<file path="config.mk">
export PLATFORM = sky130hd
export DESIGN_NAME = seqgen_top
export DESIGN_NICKNAME = d
export VERILOG_FILES = /design/src/rtl/seqgen_pkg.sv /design/src/rtl/seqgen_rst_sync.sv /design/src/rtl/seqgen_next.sv /design/src/rtl/seqgen_decode.sv /design/src/rtl/seqgen_top.sv
export SDC_FILE = /design/constraint.sdc
export NUM_CORES = 1
export LEC_CHECK = 0
export BUFFER_PORTS_ARGS = -buffer_cell sky130_fd_sc_hd__clkbuf_2
export CORE_AREA = 2 2 39 41
export DETAILED_ROUTE_END_ITERATION = 10
export DIE_AREA = 0 0 41 43
export SETUP_SLACK_MARGIN = 0.4
export SYNTH_ARGS = -nofsm -noshare
export SYNTH_HDL_FRONTEND = slang
export SYNTH_SLANG_ARGS = --single-unit
</file>
<file path="constraint.sdc">
create_clock -name clk -period 0.8 [get_ports clk]
set_clock_uncertainty 0.1 [all_clocks]
set_input_delay 0.04 -clock clk [delete_from_list [all_inputs] [get_ports clk]]
set_output_delay 0.04 -clock clk [all_outputs]
set_load 0.01 [all_outputs]
</file>
<file path="src/rtl/seqgen_pkg.sv">
package seqgen_pkg;
  localparam int unsigned PAT_LEN = 5;
  // value of step k sits in bit k
  localparam logic [PAT_LEN-1:0] PAT_BITS = 5'b11101;
  localparam int unsigned ST_W = $clog2(PAT_LEN + 1);
  localparam int unsigned SYNC_STAGES = 2;

  typedef enum logic [ST_W-1:0] {
    ST_REST = 3'd0,
    ST_P0   = 3'd1,
    ST_P1   = 3'd2,
    ST_P2   = 3'd3,
    ST_P3   = 3'd4,
    ST_P4   = 3'd5
  } seq_state_e;
endpackage

</file>
<file path="src/rtl/seqgen_rst_sync.sv">
module seqgen_rst_sync #(
  parameter int unsigned STAGES = 2
) (
  input  logic clk,
  input  logic rst_n,
  output logic rst_sync_n
);
  logic [STAGES-1:0] sync_q;

  always_ff @(posedge clk or negedge rst_n) begin
    if (!rst_n) begin
      sync_q <= '0;
    end else begin
      sync_q <= {sync_q[STAGES-2:0], 1'b1};
    end
  end

  assign rst_sync_n = sync_q[STAGES-1];
endmodule

</file>
<file path="src/rtl/seqgen_next.sv">
module seqgen_next
  import seqgen_pkg::*;
(
  input  seq_state_e state_q,
  input  logic       start_i,
  input  logic       abort_i,
  output seq_state_e state_d
);
  always_comb begin
    state_d = state_q;
    if (abort_i) begin
      state_d = ST_REST;
    end else begin
      unique case (state_q)
        ST_REST: state_d = start_i ? ST_P0 : ST_REST;
        ST_P0:   state_d = ST_P1;
        ST_P1:   state_d = ST_P2;
        ST_P2:   state_d = ST_P3;
        ST_P3:   state_d = ST_P4;
        ST_P4:   state_d = ST_P0;
        default: state_d = ST_REST;
      endcase
    end
  end
endmodule

</file>
<file path="src/rtl/seqgen_decode.sv">
module seqgen_decode
  import seqgen_pkg::*;
(
  input  seq_state_e state_q,
  output logic       bit_o
);
  always_comb begin
    unique case (state_q)
      ST_P0:   bit_o = PAT_BITS[0];
      ST_P1:   bit_o = PAT_BITS[1];
      ST_P2:   bit_o = PAT_BITS[2];
      ST_P3:   bit_o = PAT_BITS[3];
      ST_P4:   bit_o = PAT_BITS[4];
      default: bit_o = 1'b1;
    endcase
  end
endmodule

</file>
<file path="src/rtl/seqgen_top.sv">
module seqgen_top
  import seqgen_pkg::*;
(
  input  logic clk,
  input  logic rst_n,
  input  logic start_i,
  input  logic abort_i,
  output logic pattern_o
);
  logic       rst_sync_n;
  logic       state_en;
  seq_state_e state_q;
  seq_state_e state_d;

  seqgen_rst_sync #(.STAGES(SYNC_STAGES)) u_rst_sync (
    .clk        (clk),
    .rst_n      (rst_n),
    .rst_sync_n (rst_sync_n)
  );

  seqgen_next u_next (
    .state_q (state_q),
    .start_i (start_i),
    .abort_i (abort_i),
    .state_d (state_d)
  );

  assign state_en = (state_d != state_q);

  always_ff @(posedge clk or negedge rst_sync_n) begin
    if (!rst_sync_n) begin
      state_q <= ST_REST;
    end else if (state_en) begin
      state_q <= state_d;
    end
  end

  seqgen_decode u_decode (
    .state_q (state_q),
    .bit_o   (pattern_o)
  );
endmodule

</file>
==> flow_summary.ini <==
[critical_path]
cp_max_fo = 2
endpoint_kind = output pin
startpoint_type = flip-flop
required_ns = 0.66
arrival_ns = 0.95
crit_type = flip-flop to output pin

[sta]
rsz0062_at_grt = true
report.final.setup_viol = 4
setup_slack_ns = -0.287
drv_slew = 0
fin_hold_ws_ns = -0.0944
max_freq_mhz = 920
hold_viol = 6
period_share_pct = 136
tns_ns = -0.909
min_period_ns = 1.09

[power]
total_power_uw = 700
p_switching_uw = 171
swShare_pct = 24.4
comb_power_share_pct = 16.1
seqPwrFrac_pct = 42.8
clkPwrFrac_pct = 41.1
ir_drop_uv = 884
power.leakage_uw = 0.000138
p_int_uw = 529
power_density_nw_per_um2 = 2300

[flow_run]
max_cap_violations = 0

[die]
coreArea_um2 = 1380
die_x_um = 41
dieArea_um2 = 1760
ios = 5
fp.dieH_um = 43
initial_core_util_pct = 13.8
fp-row-count = 14

[cts]
clkTransAtPathRegs_ns = 0.05
hold_buffers = 1
cts_tree = done
cts_root_buf = clkbuf_4
cts_buffers = 3
cts_htree_levels = 1
clockBufferDepth = 2
clock-sinks = 5
clk_latency_ns = 0.23

[synthesis]
ys_ff_latch = 5
yosysTopAreaCell = dfrtp_1
avgSynthCellArea_um2 = 11.3
yosys.area_share.adder_pct = 0
syn_inst = 17
synth_area_leaders = dfrtp_1 (65%), a21oi_1 (5.2%), nor3_2 (5.2%)
synthXorXnorAreaFrac_pct = 4.58
synth_fp_nets = 21
synth_simple_gate_area_share_pct = 20.3
yosysSeqAreaShare_pct = 65.4
synth_area_um2 = 191
ys_types = 10
synth-compound-area-share_pct = 7.84
synth_top_area_share_pct = 65.4
synth_top_family_by_area = simple AND/OR/NAND/NOR gates
synth_warnings = 0
muxShareOfSynthArea_pct = 0

[detailed_routing]
ant_nets = 0
dr_total_vias = 160
via_per_inst = 3.48
wl_um = 389
remaining_drc_errors = 0
drt_iter0_markers = 0
dr.pass1.iters = 1
wire_per_inst_um = 8.46

[placed_design]
portBuffers = 4
dp_hpwl_um = 236
post_dp_cell_area_um2 = 239
gp_congestion = 0.530
dp_cells = 38

[global_routing]
grt_antenna_before_repair = 0
grt_pass1_vias = 177
grt.total_usage_pct = 6.26
grt_overflow = 0
grt_max_degree = 7
grt_pass1_wl_um = 669

[layout]
antenna_cells = 0
design_area_um2 = 304
final_cells = 46
layout_commonest_cell = dfrtp_1
drive_above_1_share_pct = 46.7
layout_common_cells = dfrtp_1 (5), clkbuf_2 (4), buf_4 (4), clkbuf_4 (3), nand2_1 (2)
final_core_util_pct = 22.0
fin_nets = 35
area_growth_pct = 58.8
fill_cells = 153

[hold_path]
hold_path_class = input pin to flip-flop

[run_status]
violations = hold timing, setup timing
status = finished, violations left
[power by group through the flow]
stage | clock network, uW | registers (uW) | logic [uW]
6_report | 287 | 300 | 113
5_1_grt | 325 | 302 | 124
3_3_place_gp | 0 | 303 | 74.9
2_1_floorplan | 0 | 300 | 49.1
3_5_place_dp | 0 | 305 | 73.6
4_1_cts | 305 | 296 | 109
[path summary, 6_finish.rpt]
kind / start / end / slack (ns) / depth (start not counted)
max: state_q[0]$_DFFE_PN0P_ / pattern_o / -0.29 / 3
min: abort_i / state_q[2]$_DFFE_PN0P_ / -0.09 / 2
max reg2reg: state_q[0]$_DFFE_PN0P_ / state_q[2]$_DFFE_PN0P_ / -0.23 / 4
min reg2reg: u_rst_sync.sync_q[1]$_DFF_PN0_ / state_q[1]$_DFFE_PN0P_ / -0.06 / 0
max in group asynchronous: rst_n / u_rst_sync.sync_q[1]$_DFF_PN0_ / 0.49 / 2
min in group asynchronous: u_rst_sync.sync_q[1]$_DFF_PN0_ / state_q[1]$_DFFE_PN0P_ / -0.06 / 0
[synth_stat cells (all sizes together)]
| cell | number |
|---|---|
| xnor2 | 1 |
| nand2 | 2 |
| a21oi | 2 |
| o21ai | 1 |
| nor3 | 1 |
| dfrtp | 5 |
| nor2 | 2 |
| nand2b | 1 |
| conb | 1 |
| nand3b | 1 |
[what timing repair did]
item	CTS	global route
setup buffers	3	0
hold endpoints to repair	8	6
gates resized for setup	1	1
endpoints found under the setup margin	5	5
pin swaps	1	0
cloned	0	0
[per-layer routing]
layer  wire, um  GRT usage [%]  up-vias
li1           -              -       80
met1        154           6.23       72
met2        186           7.81        8
met3         48           7.85        0
met4          0           2.00        0
met5          0              0        -
[layout make-up]
type                    instances  area (um2)  share of cell area [%]
flip-flops and latches          5         125                    41.2
multi-input cells              12        72.6                    23.9
clock buffers                   4        26.3                    8.64
well taps                      16        20.0                    6.58
repair buffers                  9        60.1                    19.8
[per-stage QoR]
stage          hold slack, ns  setup slack (ns)
4_1_cts                -0.106            -0.296
5_1_grt               -0.0990            -0.339
3_5_place_dp           -0.272            -0.152
3_3_place_gp           -0.272            -0.156
2_1_floorplan          -0.356           -0.0715
6_report              -0.0944            -0.287
[worst max-delay path: stages, from the launching register on]
cell and delay (ns):
dfrtp_1 0.39, nor2_2 0.13, nand2_1 0.06, clkbuf_2 0.13
[registers in the layout (all words and copies together) (netlist names)]
name / flops
u_rst_sync.sync_q: 2
state_q: 3
[cells by family (layout without fill, tap and decap cells)]
family	count (synthesis)	in the layout
other cells	1	1
simple gates	7	7
xor+xnor	1	1
flops	5	5
buf+inv	0	13
compound gates	3	3
Power figures use the tool's default switching activity.
